<file path="src/rtl/sfdf_pkg.sv">
package sfdf_pkg;
    localparam int BYTE_W = 8;
    // delimiter in arrival order, oldest bit in the MSB
    localparam logic [BYTE_W-1:0] SFD_PATTERN = 8'b1010_1011;

    typedef enum logic {ST_HUNT, ST_DATA} hunt_st_t;

    typedef struct packed {
        logic              vld;
        logic [BYTE_W-1:0] data;
    } rx_byte_t;

    // shift register for LSB-first deserializing
    function automatic logic [BYTE_W-1:0] push_lsb_first(logic [BYTE_W-1:0] cur, logic b);
        return {b, cur[BYTE_W-1:1]};
    endfunction

    // history register for delimiter search
    function automatic logic [BYTE_W-1:0] push_history(logic [BYTE_W-1:0] cur, logic b);
        return {cur[BYTE_W-2:0], b};
    endfunction
endpackage

</file>
<file path="src/rtl/sfdf_sync_edge.sv">
module sfdf_sync_edge #(
    parameter int STAGES = 2
) (
    input  logic clk,
    input  logic rst,
    input  logic act_in,
    input  logic bclk_in,
    input  logic data_in,
    output logic act,
    output logic bit_evt,
    output logic bit_val
);
    // lane 2 = active, lane 1 = bit clock, lane 0 = data
    logic [2:0] pipe [STAGES];
    logic       bclk_d;

    always_ff @(posedge clk) begin
        if (rst) begin
            for (int i = 0; i < STAGES; i++) pipe[i] <= '0;
            bclk_d <= 1'b0;
        end else begin
            pipe[0] <= {act_in, bclk_in, data_in};
            for (int i = 1; i < STAGES; i++) pipe[i] <= pipe[i-1];
            bclk_d <= pipe[STAGES-1][1];
        end
    end

    assign act     = pipe[STAGES-1][2];
    assign bit_val = pipe[STAGES-1][0];
    assign bit_evt = act && pipe[STAGES-1][1] && !bclk_d;
endmodule

</file>
<file path="src/rtl/sfdf_hunt.sv">
module sfdf_hunt
    import sfdf_pkg::*;
(
    input  logic     clk,
    input  logic     rst,
    input  logic     act,
    input  logic     bit_evt,
    input  logic     bit_val,
    output logic     mark,
    output rx_byte_t rx_byte
);
    hunt_st_t          state;
    logic [BYTE_W-1:0] hist;
    logic [BYTE_W-1:0] shreg;
    logic [2:0]        bcnt;
    logic [BYTE_W-1:0] hist_n;
    logic [BYTE_W-1:0] sh_n;

    assign hist_n = push_history(hist, bit_val);
    assign sh_n   = push_lsb_first(shreg, bit_val);

    always_ff @(posedge clk) begin
        if (rst) begin
            state        <= ST_HUNT;
            hist         <= '0;
            shreg        <= '0;
            bcnt         <= '0;
            mark         <= 1'b0;
            rx_byte.vld  <= 1'b0;
            rx_byte.data <= '0;
        end else begin
            mark        <= 1'b0;
            rx_byte.vld <= 1'b0;
            if (!act) begin
                state <= ST_HUNT;
                hist  <= '0;
                bcnt  <= '0;
            end else if (bit_evt) begin
                if (state == ST_HUNT) begin
                    hist <= hist_n;
                    if (hist_n == SFD_PATTERN) begin
                        state <= ST_DATA;
                        bcnt  <= '0;
                        mark  <= 1'b1;
                    end
                end else begin
                    shreg <= sh_n;
                    bcnt  <= bcnt + 3'd1;
                    if (bcnt == 3'd7) begin
                        rx_byte.vld  <= 1'b1;
                        rx_byte.data <= sh_n;
                        mark         <= 1'b1;
                    end
                end
            end
        end
    end

    AST_BYTE_NEEDS_EDGE: assert property (@(posedge clk) disable iff (rst)
        rx_byte.vld |-> $past(bit_evt));
    AST_MARK_AT_BYTE: assert property (@(posedge clk) disable iff (rst)
        rx_byte.vld |-> mark);
    AST_IDLE_NO_BYTES: assert property (@(posedge clk) disable iff (rst)
        !act |=> !rx_byte.vld && !mark);
endmodule

</file>
<file path="src/rtl/sfdf_addr_match.sv">
module sfdf_addr_match
    import sfdf_pkg::*;
#(
    parameter int NUM_ENT    = 4,
    parameter int ADDR_BYTES = 6,
    localparam int ADDR_W    = ADDR_BYTES * BYTE_W,
    localparam int IDX_W     = $clog2(ADDR_BYTES + 1)
) (
    input  logic                      clk,
    input  logic                      rst,
    input  logic                      act,
    input  rx_byte_t                  rx_byte,
    input  logic [NUM_ENT*ADDR_W-1:0] tbl_addr,
    input  logic [NUM_ENT-1:0]        tbl_en,
    output logic                      miss
);
    logic [ADDR_W-1:0]  addr_q;
    logic [IDX_W-1:0]   idx;
    logic [ADDR_W-1:0]  cand;
    logic [NUM_ENT-1:0] hit;
    logic               last_byte;

    assign cand      = {rx_byte.data, addr_q[ADDR_W-BYTE_W-1:0]};
    assign last_byte = rx_byte.vld && (idx == IDX_W'(ADDR_BYTES - 1));

    for (genvar i = 0; i < NUM_ENT; i++) begin : g_ent
        assign hit[i] = tbl_en[i] && (tbl_addr[i*ADDR_W +: ADDR_W] == cand);
    end

    always_ff @(posedge clk) begin
        if (rst) begin
            addr_q <= '0;
            idx    <= '0;
            miss   <= 1'b0;
        end else begin
            miss <= act && last_byte && (hit == '0);
            if (!act) begin
                idx    <= '0;
                addr_q <= '0;
            end else if (rx_byte.vld && idx < IDX_W'(ADDR_BYTES)) begin
                addr_q[idx*BYTE_W +: BYTE_W] <= rx_byte.data;
                idx <= idx + 1'b1;
            end
        end
    end

    AST_MISS_SINGLE: assert property (@(posedge clk) disable iff (rst)
        miss |=> !miss);
    AST_HIT_NO_MISS: assert property (@(posedge clk) disable iff (rst)
        (last_byte && hit != '0) |=> !miss);
endmodule

</file>
<file path="src/rtl/sfdf_reject.sv">
module sfdf_reject #(
    parameter int CNT_W = 8
) (
    input  logic             clk,
    input  logic             rst,
    input  logic             start,
    input  logic [CNT_W-1:0] len,
    output logic             rej_n
);
    logic [CNT_W-1:0] cnt;

    always_ff @(posedge clk) begin
        if (rst) begin
            cnt <= '0;
        end else if (start) begin
            cnt <= (len == '0) ? CNT_W'(1) : len;
        end else if (cnt != '0) begin
            cnt <= cnt - 1'b1;
        end
    end

    assign rej_n = (cnt == '0);

    AST_REJ_NEEDS_MISS: assert property (@(posedge clk) disable iff (rst)
        $fell(rej_n) |-> $past(start));
    AST_REJ_STRETCH: assert property (@(posedge clk) disable iff (rst)
        (start && len > CNT_W'(1)) |=> ##1 !rej_n);
endmodule

</file>
<file path="src/rtl/sfd_byte_framer.sv">
module sfd_byte_framer
    import sfdf_pkg::*;
#(
    parameter int NUM_ENT     = 4,
    parameter int ADDR_BYTES  = 6,
    parameter int CNT_W       = 8,
    parameter int SYNC_STAGES = 2,
    localparam int ADDR_W     = ADDR_BYTES * BYTE_W
) (
    input  logic                      clk,
    input  logic                      rst,
    input  logic                      rx_active,
    input  logic                      rx_bclk,
    input  logic                      rx_data,
    input  logic [NUM_ENT*ADDR_W-1:0] tbl_addr,
    input  logic [NUM_ENT-1:0]        tbl_en,
    input  logic [CNT_W-1:0]          rej_len,
    output logic                      sof_mark,
    output logic [BYTE_W-1:0]         byte_out,
    output logic                      byte_vld,
    output logic                      rej_n
);
    logic     act;
    logic     bit_evt;
    logic     bit_val;
    rx_byte_t rx_byte;
    logic     miss;

    sfdf_sync_edge #(.STAGES(SYNC_STAGES)) u_sync (
        .clk(clk), .rst(rst), .act_in(rx_active), .bclk_in(rx_bclk),
        .data_in(rx_data), .act(act), .bit_evt(bit_evt), .bit_val(bit_val)
    );

    sfdf_hunt u_hunt (
        .clk(clk), .rst(rst), .act(act), .bit_evt(bit_evt),
        .bit_val(bit_val), .mark(sof_mark), .rx_byte(rx_byte)
    );

    sfdf_addr_match #(.NUM_ENT(NUM_ENT), .ADDR_BYTES(ADDR_BYTES)) u_match (
        .clk(clk), .rst(rst), .act(act), .rx_byte(rx_byte),
        .tbl_addr(tbl_addr), .tbl_en(tbl_en), .miss(miss)
    );

    sfdf_reject #(.CNT_W(CNT_W)) u_rej (
        .clk(clk), .rst(rst), .start(miss), .len(rej_len), .rej_n(rej_n)
    );

    assign byte_out = rx_byte.data;
    assign byte_vld = rx_byte.vld;

    AST_RESET_QUIET: assert property (@(posedge clk)
        $past(rst) |-> rej_n && !byte_vld && !sof_mark);
endmodule

</file>
<file path="config.mk">
export PLATFORM = sky130hd
export DESIGN_NAME = sfd_byte_framer
export DESIGN_NICKNAME = d
export VERILOG_FILES = /design/src/rtl/sfdf_pkg.sv /design/src/rtl/sfdf_sync_edge.sv /design/src/rtl/sfdf_hunt.sv /design/src/rtl/sfdf_addr_match.sv /design/src/rtl/sfdf_reject.sv /design/src/rtl/sfd_byte_framer.sv
export SDC_FILE = /design/constraint.sdc
export NUM_CORES = 1
export LEC_CHECK = 0
export ABC_AREA = 1
export BUFFER_PORTS_ARGS = -buffer_cell sky130_fd_sc_hd__buf_2
export CAP_MARGIN = 40
export CELL_PAD_IN_SITES_DETAIL_PLACEMENT = 0
export CELL_PAD_IN_SITES_GLOBAL_PLACEMENT = 1
export CORE_ASPECT_RATIO = 0.8
export CORE_MARGIN = 2
export CORE_UTILIZATION = 34
export DETAILED_ROUTE_END_ITERATION = 10
export GPL_ROUTABILITY_DRIVEN = 0
export MAX_ROUTING_LAYER = met4
export PLACE_DENSITY_LB_ADDON = 0.1
export SYNTH_ARGS = -nofsm -noshare
export SYNTH_HDL_FRONTEND = slang
export SYNTH_HIERARCHICAL = 1
export SYNTH_SLANG_ARGS = --single-unit
</file>
<file path="constraint.sdc">
create_clock -name clk -period 2.25 [get_ports clk]
set_clock_uncertainty 0.15 [all_clocks]
set_input_delay 0.1125 -clock clk [delete_from_list [all_inputs] [get_ports clk]]
set_output_delay 0.1125 -clock clk [all_outputs]
set_load 0.005 [all_outputs]
</file>
==> flow_summary.yaml, run 1 <==
die:
  initial_core_utilization_pct: 34.7
  placement_rows: 46
  design.core.area_um2: 19900
  fp.dieW_um: 163
  die_h_um: 131
  area_enclosed_by_the_die_boundary_um2: 21400
  io-pin-count: 220
placed_design:
  place.port_buffers: 219
  place_hpwl_um: 25000
  dpl_worst_slack_ns: 0.0713
power_and_ir_drop:
  power.static_leakage_nw: 4.44
  highest_ir_drop_seen_on_vdd_uv: 330
  power_density_nw_per_um2: 480
  power_mw: 4.24
clock_tree:
  cts.root.buffer_cell: "sky130_fd_sc_hd__clkbuf_16"
  clk_transition_reported_paths_ns: 0.07
  ctsHtreeMaxLevel: 3
  cts_made_buffers: 9
  clock_insertion_delay_worst_skew_ns: 0.35
  tritoncts_num_sinks: 87
  cts.repair_timing.setup_buffer_count: 0
  max-clock-path-buffers: 2
  cts_tree: "built"
synth:
  yosysSeqAreaShare_pct: 25.3
  synth_top_area_share_pct: 25.3
  synth_area_um2: 6880
  postSynthAreaPerCell_um2: 5.73
  yosys.area.top_type: "sky130_fd_sc_hd__dfxtp_1"
  postSynth.topFlopCell: "sky130_fd_sc_hd__dfxtp_1"
  synth_warnings: 6
  async_flop_share_pct: 0
  ys_ff_latch: 87
  yosys-top-cells-area: "sky130_fd_sc_hd__dfxtp_1, sky130_fd_sc_hd__nand2_1, sky130_fd_sc_hd__inv_1"
  netlist-cell-type-count: 41
  number_of_flops_mapped_to_enable_cells_by_yosys: 0
  syn_inst: 1201
  syn-num-nets: 1419
timing:
  tightestPinTransition_ns: 0.619
  finalCritPeriodShare_pct: 93.1
  max_clock_freq_mhz: 478
  hold_violations: 0
  slew_headroom_pct: 58.6
  setup_viol: 0
  finalWorstPathRequiredPeriod_ns: 2.09
  final.setup.worst_slack_ns: 0.156
  unrepaired_setup_endpoints_after_global_routing: "no"
  worst_hold_slack_ns: 0.0170
  timing_max_transition_violations_final: 0
  setup_tns_ns: 0
drt:
  met2WireLength_um: 12700
  met3_wirelength_um: 3210
  drt_pass1_iterations: 6
  vias_per_cell: 4.77
  routed.top_layer: "met4"
  drcViolationCount: 0
  post_drt_wl_per_cell_um: 17.6
  routed-via-count: 8196
  wl_um: 30200
  detail_route.wirelength.met1_um: 13800
  count_of_routing_violations_after_the_opening_detailed_route_iteration: 659
  postRouteAntennaNets: 0
worst_setup_path:
  startpoint_type: "flop"
  cp_data_required_time_ns: 2.33
  cp-end-kind: "flop"
  worstPathArrival_ns: 2.18
  worstPathMaxFanout: 16
  crit_type: "flop to flop"
cells_and_area:
  area_growth_pct: 28.2
  area.sequential_um2: 1740
  insertedDiodeCount: 0
  num-nets-final: 1668
  proportion_of_layout_cells_with_a_drive_suffix_above_1_pct: 22.3
  fillerInstances: 2272
  multi_input_comb_area_um2: 4280
worst_hold_path:
  min-delay-path-class: "input port to flop"
grt:
  grt-ovfl-total: 0
  antenna_found_initial: 0
  groute.usage.overall_pct: 28.5
  grt_pass1_wl_um: 44100
  grt_start_max_net_pins: 36
  grt_pass1_vias: 7564
run_status:
  status: "finished, final reports clean"
job:
  timing.max_cap.violations: 0
-- layout by cell type (no fill, tap or decap), types with 10 or more instances in the layout --
master / n
sky130_fd_sc_hd__buf_2: 219
sky130_fd_sc_hd__o21ai_1: 31
sky130_fd_sc_hd__buf_4: 31
sky130_fd_sc_hd__inv_1: 167
sky130_fd_sc_hd__nor2_1: 164
sky130_fd_sc_hd__nand3_1: 23
sky130_fd_sc_hd__xnor2_1: 30
sky130_fd_sc_hd__dfxtp_1: 87
sky130_fd_sc_hd__xor2_1: 15
sky130_fd_sc_hd__nand2_1: 424
sky130_fd_sc_hd__dlygate4sd3_1: 10
sky130_fd_sc_hd__inv_2: 18
sky130_fd_sc_hd__o21ai_0: 78
sky130_fd_sc_hd__a21oi_1: 60
-- cell usage after synthesis (3+ instances only) --
cell and instances:
sky130_fd_sc_hd__a211oi_2 7, sky130_fd_sc_hd__clkbuf_1 3, sky130_fd_sc_hd__dfxtp_1 87, sky130_fd_sc_hd__o22ai_1 7, sky130_fd_sc_hd__a21oi_1 60, sky130_fd_sc_hd__nor2_4 5
sky130_fd_sc_hd__nand3_1 23, sky130_fd_sc_hd__nand4_1 6, sky130_fd_sc_hd__o21ai_0 79, sky130_fd_sc_hd__buf_2 9, sky130_fd_sc_hd__inv_2 18, sky130_fd_sc_hd__a31oi_1 7
sky130_fd_sc_hd__ha_1 9, sky130_fd_sc_hd__nor2_2 5, sky130_fd_sc_hd__xor2_1 15, sky130_fd_sc_hd__o21ai_1 30, sky130_fd_sc_hd__nand3_4 4, sky130_fd_sc_hd__clkinv_4 3
sky130_fd_sc_hd__nand2_2 5, sky130_fd_sc_hd__inv_1 167, sky130_fd_sc_hd__buf_4 4, sky130_fd_sc_hd__nor2_1 164, sky130_fd_sc_hd__buf_6 3, sky130_fd_sc_hd__nand2_1 424
sky130_fd_sc_hd__a21oi_2 4, sky130_fd_sc_hd__nand3_2 3, sky130_fd_sc_hd__nor3_1 5, sky130_fd_sc_hd__xnor2_1 30
-- per-layer routing --
layer,vias up,GRT usage [%]
met4,0,5.75
met2,345,41.2
met1,3614,39.4
met3,32,8.30
li1,4205,-
met5,-,-
-- state kept, by name (all words and copies together), names as in the netlist --
name            count
u_sync/bclk_d       1
u_match/idx         3
u_hunt/state        1
u_rej/cnt           8
u_match/addr_q     40
u_match/miss        1
u_sync/pipe         6
u_hunt/shreg        7
u_hunt/rx_byte      9
u_hunt/mark         1
u_hunt/hist         7
u_hunt/bcnt         3
-- kinds of logic after synthesis --
group / share of synthesized area, %
simple gates: 39.0
fa+ha+maj: 1.64
buf+inv: 12.6
compound gates: 15.8
flops: 25.3
xor+xnor: 5.73
-- path summary, 6_finish.rpt --
| check | cells past startpoint | endpoint | slack [ns] | startpoint |
|---|---|---|---|---|
| max | 8 | u_match/addr_q[37] | 0.16 | u_match/idx[1] |
| min | 5 | u_rej/cnt[1] | 0.02 | rej_len[1] |
| max reg2reg | 8 | u_match/addr_q[37] | 0.16 | u_match/idx[1] |
| min reg2reg | 2 | u_sync/pipe[0][3] | 0.25 | u_sync/pipe[0][0] |
-- what timing repair did --
item	in CTS	in global routing
gates resized for setup	0	2
hold endpoints to repair	10	0
hold buffers	10	0
setup endpoints to repair	0	9
-- area by class of cell --
type	instances	share of cell area [%]
clock buffers	10	2.60
clock inverters	6	0.865
inverters	190	8.28
multi-input cells	902	48.6
flip-flops and latches	87	19.7
well taps	264	3.74
repair buffers	260	16.2
-- power by group --
part	switching (mW)	internal, mW	leakage, nW	total [mW]
registers	0.0514	1.59	0.703	1.64
clock network	0.680	0.881	0.150	1.56
logic	0.589	0.444	3.59	1.03
total	1.32	2.92	4.44	4.24
-- per-stage QoR --
stage          area, um2  std cells  utilization, %
6_report            8820       1719            44.4
5_1_grt             8820       1719            44.4
4_1_cts             8810       1719            44.4
3_5_place_dp        8410       1693            42.3
3_3_place_gp        8410       1693            42.3
2_1_floorplan       6880       1201               -
-- worst max-delay path: stages, from the launching register on --
cell	delay, ns
sky130_fd_sc_hd__dfxtp_1	0.40
sky130_fd_sc_hd__inv_2	0.11
sky130_fd_sc_hd__ha_1	0.20
sky130_fd_sc_hd__ha_1	0.39
sky130_fd_sc_hd__nand2_2	0.10
sky130_fd_sc_hd__clkinv_4	0.09
sky130_fd_sc_hd__nand4_4	0.22
sky130_fd_sc_hd__o21ai_0	0.24
sky130_fd_sc_hd__a21oi_1	0.06
Power figures use the tool's default switching activity.
==> inputs of run 2 (changes only) <==
--- a/config.mk
+++ b/config.mk
@@ -11,12 +11,12 @@
 export CELL_PAD_IN_SITES_DETAIL_PLACEMENT = 0
 export CELL_PAD_IN_SITES_GLOBAL_PLACEMENT = 1
 export CORE_ASPECT_RATIO = 0.8
-export CORE_MARGIN = 2
 export CORE_UTILIZATION = 34
 export DETAILED_ROUTE_END_ITERATION = 10
 export GPL_ROUTABILITY_DRIVEN = 0
 export MAX_ROUTING_LAYER = met4
 export PLACE_DENSITY_LB_ADDON = 0.1
+export RECOVER_POWER = 100
 export SYNTH_ARGS = -nofsm -noshare
 export SYNTH_HDL_FRONTEND = slang
 export SYNTH_HIERARCHICAL = 1
==> flow_summary.yaml, run 2 (same netlist as run 1, synthesis figures left out) <==
run_status:
  status: "finished, final reports clean"
clock_tree:
  cts_made_buffers: 9
  ctsHtreeMaxLevel: 3
  clk_transition_reported_paths_ns: 0.08
  tritoncts_num_sinks: 87
  cts.repair_timing.setup_buffer_count: 0
  max-clock-path-buffers: 2
  cts.root.buffer_cell: "sky130_fd_sc_hd__clkbuf_16"
  clock_insertion_delay_worst_skew_ns: 0.36
  cts_tree: "built"
placed_design:
  place.port_buffers: 219
  place_hpwl_um: 25200
worst_setup_path:
  r2r-end: "u_match/addr_q[4]"
  crit_type: "flop to flop"
  rrSetupSlack_ns: 0.13
  regToRegStartpoint: "u_match/idx[1]"
  reg2regPathDepth: 7
  worstPathArrival_ns: 2.25
  cp_data_required_time_ns: 2.38
  cp-end-kind: "flop"
  worstPathMaxFanout: 16
  startpoint_type: "flop"
  worstSetupStartpoint: "u_match/idx[1]"
die:
  initial_core_utilization_pct: 34.8
  area_enclosed_by_the_die_boundary_um2: 20800
  fp.dieW_um: 161
  placement_rows: 46
  io-pin-count: 220
  die_h_um: 129
  design.core.area_um2: 19800
timing:
  max_clock_freq_mhz: 472
  timing_max_transition_violations_final: 0
  setup_tns_ns: 0
  hold_violations: 0
  finalWorstPathRequiredPeriod_ns: 2.12
  unrepaired_setup_endpoints_after_global_routing: "no"
  slew_headroom_pct: 53.6
  tightestPinTransition_ns: 0.696
  setup_viol: 0
  finalCritPeriodShare_pct: 94.1
cells_and_area:
  insertedDiodeCount: 0
  largest_register_ffs: 40
  layout_common_cells: "sky130_fd_sc_hd__nand2_1, sky130_fd_sc_hd__buf_2, sky130_fd_sc_hd__inv_1"
  proportion_of_layout_cells_with_a_drive_suffix_above_1_pct: 21.6
  regMostFlops: "u_match/addr_q"
  num-nets-final: 1672
  multi_input_comb_area_um2: 4270
  layout_commonest_cell: "sky130_fd_sc_hd__nand2_1"
  area.sequential_um2: 1740
  area_growth_pct: 28.0
  fillerInstances: 2338
  reg_top3: "u_match/addr_q (40), u_hunt/rx_byte (9), u_rej/cnt (8)"
drt:
  postRouteAntennaNets: 0
  post_drt_wl_per_cell_um: 17.5
  vias_per_cell: 4.75
  routed-via-count: 8178
  count_of_routing_violations_after_the_opening_detailed_route_iteration: 648
  drt_pass1_iterations: 5
  wl_um: 30100
  drcViolationCount: 0
grt:
  antenna_found_initial: 0
  grt_pass1_wl_um: 43600
  grt_start_max_net_pins: 36
  groute.usage.overall_pct: 29.5
  grt-ovfl-total: 0
  grt_pass1_vias: 7418
power_and_ir_drop:
  power_density_nw_per_um2: 478
  p_switching_mw: 1.38
  power_frac_seq_pct: 38.9
  pwr-share-comb_pct: 24.4
  power.static_leakage_nw: 4.41
  switching_share_pct: 32.8
  internal_power_mw: 2.83
  share_of_total_power_in_the_clock_network_pct: 36.7
  power_mw: 4.21
  highest_ir_drop_seen_on_vdd_uv: 337
worst_hold_path:
  min-delay-path-class: "input port to flop"
  worstHoldPathCells: 5
  hold_end: "u_rej/cnt[6]"
  worstHoldStart: "rej_len[6]"
job:
  timing.max_cap.violations: 0
## run 2: changes by cell type in the layout (fill, tap and decap cells not counted), moves of 2 or more
cell | before | now
sky130_fd_sc_hd__buf_2 | 219 | 214
sky130_fd_sc_hd__clkinv_4 | 5 | 3
sky130_fd_sc_hd__buf_4 | 31 | 28
sky130_fd_sc_hd__o21ai_0 | 78 | 98
sky130_fd_sc_hd__o21ai_1 | 31 | 11
sky130_fd_sc_hd__clkbuf_1 | 1 | 10
sky130_fd_sc_hd__clkinv_8 | 0 | 3
## run 2: timing repair
action,CTS,global route
resized for setup,0,3
hold buffers,11,0
setup endpoints to repair,0,5
hold endpoints to repair,13,0
## run 2: power groups by stage
stage	Clock, mW	Combinational (mW)	Sequential (mW)
after floorplan	0	0.631	1.67
after global placement	0	1.01	1.68
after detailed placement	0	1.01	1.68
after CTS	1.56	1.04	1.64
after global routing	1.63	1.17	1.65
final	1.55	1.03	1.64
## run 2: layout make-up
type | instances | area share [%]
clock buffers | 9 | 2.56
inverters | 190 | 8.25
clock inverters | 7 | 0.980
flip-flops and latches | 87 | 19.8
repair buffers | 264 | 16.3
multi-input cells | 902 | 48.4
well taps | 264 | 3.75
## run 2: metal layers
metal  global-route usage (%)  part of all wire [%]
met3                     6.69                   9.2
met1                     41.2                    48
met2                     42.5                    41
met5                        -                     0
met4                     7.16                   1.8
## run 2: stage by stage
| step | instances | util (%) | hold WS (ns) | setup slack, ns | area (um2) |
|---|---|---|---|---|---|
| floorplan | 1201 | - | 0.0249 | 0.252 | 6880 |
| global placement | 1696 | 42.6 | 0.172 | 0.183 | 8430 |
| detailed placement | 1696 | 42.6 | 0.172 | 0.153 | 8430 |
| CTS | 1723 | 44.7 | 0.00278 | 0.128 | 8850 |
| global route | 1723 | 44.5 | 0.0567 | 0.0117 | 8810 |
| finish | 1723 | 44.5 | 0.00494 | 0.133 | 8810 |
## run 2: worst max-delay path by stage
stage and endpoint:
4_1_cts u_match/addr_q[25], 6_report u_match/addr_q[4], 3_3_place_gp u_match/addr_q[26], 3_5_place_dp u_match/addr_q[25], 5_1_grt u_match/addr_q[31], 2_1_floorplan u_match/addr_q[6]
## run 2: critical path, cell delays in order (launching register included)
cell and delay [ns]:
sky130_fd_sc_hd__dfxtp_1 0.40, sky130_fd_sc_hd__inv_2 0.11, sky130_fd_sc_hd__ha_1 0.19, sky130_fd_sc_hd__ha_1 0.36
sky130_fd_sc_hd__nor4_4 0.31, sky130_fd_sc_hd__buf_4 0.27, sky130_fd_sc_hd__o21ai_0 0.11, sky130_fd_sc_hd__a21oi_1 0.13
==> inputs of run 3 (changes only) <==
--- a/config.mk
+++ b/config.mk
@@ -17,6 +17,7 @@
 export MAX_ROUTING_LAYER = met4
 export PLACE_DENSITY_LB_ADDON = 0.1
 export RECOVER_POWER = 100
+export REMOVE_ABC_BUFFERS = 1
 export SYNTH_ARGS = -nofsm -noshare
 export SYNTH_HDL_FRONTEND = slang
 export SYNTH_HIERARCHICAL = 1
==> flow_summary.yaml, run 3 (same netlist as run 1, synthesis figures left out) <==
grt:
  grt_pass1_vias: 7365
  groute.usage.overall_pct: 29.4
  grt_start_max_net_pins: 36
  grt-ovfl-total: 0
  antenna_found_initial: 0
  grt_pass1_wl_um: 43300
cells_and_area:
  num-nets-final: 1673
  proportion_of_layout_cells_with_a_drive_suffix_above_1_pct: 21.0
  insertedDiodeCount: 0
  regMostFlops: "u_match/addr_q"
  area.sequential_um2: 1740
  largest_register_ffs: 40
  layout_common_cells: "sky130_fd_sc_hd__nand2_1, sky130_fd_sc_hd__buf_2, sky130_fd_sc_hd__inv_1"
  postLayoutCellArea_um2: 8750
  reg_top3: "u_match/addr_q (40), u_hunt/rx_byte (9), u_rej/cnt (8)"
  multi_input_comb_area_um2: 4240
  layout_commonest_cell: "sky130_fd_sc_hd__nand2_1"
  area_growth_pct: 27.2
  fillerInstances: 2210
  final_core_utilization_pct: 44.2
worst_setup_path:
  worstPathArrival_ns: 2.26
  cp_data_required_time_ns: 2.38
  crit_chain: "inv_2, ha_1, ha_1, nand2_1, buf_2, nor3_1, o21ai_0, a21oi_1"
  timing.critical_path.max_delay_family: "adder cells"
  buffers_inverters_on_critical_path: 2
  worstPathMaxFanout: 16
  most_repeated_library_cell_on_the_critical_path: "sky130_fd_sc_hd__ha_1"
  cp-end-kind: "flop"
  critical_path.slowest_cell: "sky130_fd_sc_hd__dfxtp_1"
  critPathMaxStageDelay_ns: 0.39
  crit_type: "flop to flop"
  startpoint_type: "flop"
clock_tree:
  clk_transition_reported_paths_ns: 0.07
  ctsHtreeMaxLevel: 3
  tritoncts_num_sinks: 87
  max-clock-path-buffers: 2
  cts_made_buffers: 9
  cts.root.buffer_cell: "sky130_fd_sc_hd__clkbuf_16"
  cts_tree: "built"
  clock_insertion_delay_worst_skew_ns: 0.35
timing:
  slew_headroom_pct: 40.5
  timing_max_transition_violations_final: 0
  setup_viol: 0
  finalWorstPathRequiredPeriod_ns: 2.13
  finalCritPeriodShare_pct: 94.7
  max_clock_freq_mhz: 470
  hold_violations: 0
  tightestPinTransition_ns: 0.893
  unrepaired_setup_endpoints_after_global_routing: "no"
drt:
  count_of_routing_violations_after_the_opening_detailed_route_iteration: 794
  drt_pass1_iterations: 5
  vias_per_cell: 4.80
  postRouteAntennaNets: 0
  drcViolationCount: 0
  wl_um: 29800
  post_drt_wl_per_cell_um: 17.3
  routed-via-count: 8265
power_and_ir_drop:
  highest_ir_drop_seen_on_vdd_uv: 440
  power.static_leakage_nw: 4.39
  power_density_nw_per_um2: 473
die:
  fp.dieW_um: 161
  design.core.area_um2: 19800
  die_h_um: 129
  area_enclosed_by_the_die_boundary_um2: 20800
  initial_core_utilization_pct: 34.8
  placement_rows: 46
  io-pin-count: 220
placed_design:
  total_cell_area_at_the_placement_stage_um2: 8420
  place.port_buffers: 219
  place_hpwl_um: 24800
run_status:
  status: "finished, final reports clean"
job:
  timing.max_cap.violations: 0
worst_hold_path:
  min-delay-path-class: "input port to flop"
## run 3: cell types whose count changed in the layout (fill, tap and decap cells not counted), moves of 2 or more
cell and delta:
sky130_fd_sc_hd__o21ai_0 -3, sky130_fd_sc_hd__o21ai_1 +3, sky130_fd_sc_hd__clkinv_8 -3, sky130_fd_sc_hd__nand2_1 +2
## run 3: worst paths after layout
check | slack, ns | startpoint | depth (start not counted) | end
worst max register to register | 0.12 | u_match/idx[1] | 8 | u_match/addr_q[29]
worst min-delay path | 0.02 | rej_len[1] | 6 | u_rej/cnt[0]
worst max-delay path | 0.12 | u_match/idx[1] | 8 | u_match/addr_q[29]
worst min register to register | 0.26 | u_sync/pipe[0][0] | 2 | u_sync/pipe[0][3]
## run 3: tightest hold or removal path, delay by kind of cell
kind,cells,cell delay [ns]
AOI/OAI and AO/OA,1,0.05
buffers and inverters,1,0.09
and+or+nand+nor,4,0.23
## run 3: final cells by class
class / instances / area share, %
multi-input combinational: 902 / 48.4
sequential: 87 / 19.9
timing repair buffer: 265 / 16.4
inverter: 190 / 8.30
tap: 264 / 3.77
clock buffer: 9 / 2.57
clock inverter: 6 / 0.586
## run 3: power by group
part | switching (mW) | leakage [nW] | internal [mW]
clock network | 0.708 | 0.139 | 0.764
registers | 0.0466 | 0.703 | 1.59
logic | 0.585 | 3.55 | 0.441
## run 3: per-stage QoR
| stage | power [mW] | hold slack (ns) | setup slack [ns] | setup TNS (ns) | std cells |
|---|---|---|---|---|---|
| floorplan | 2.29 | 0.0249 | -0.0589 | -0.425 | 1179 |
| global placement | 2.70 | 0.174 | 0.224 | 0 | 1695 |
| detailed placement | 2.70 | 0.177 | 0.146 | 0 | 1695 |
| CTS | 4.18 | 0.0107 | 0.126 | 0 | 1721 |
| global route | 4.36 | 0.0628 | 0.00715 | 0 | 1723 |
| finish | 4.14 | 0.0183 | 0.120 | 0 | 1723 |
## run 3: repair_timing
item | 4_1_cts | 5_1_grt
setup buffers | 0 | 2
endpoints found under the hold margin | 11 | 0
resized for setup | 0 | 2
setup endpoints to repair | 0 | 7
hold buffers | 11 | 0
## run 3: layer usage
| metal | vias to the layer above | part of all wire, % | routed length, um | GRT usage [%] |
|---|---|---|---|---|
| met4 | 0 | 3.7 | 1100 | 11.2 |
| met2 | 372 | 43 | 12900 | 45.0 |
| met1 | 3636 | 45 | 13300 | 38.7 |
| met5 | - | 0 | 0 | - |
| met3 | 52 | 8.2 | 2440 | 4.96 |
| li1 | 4205 | - | - | - |
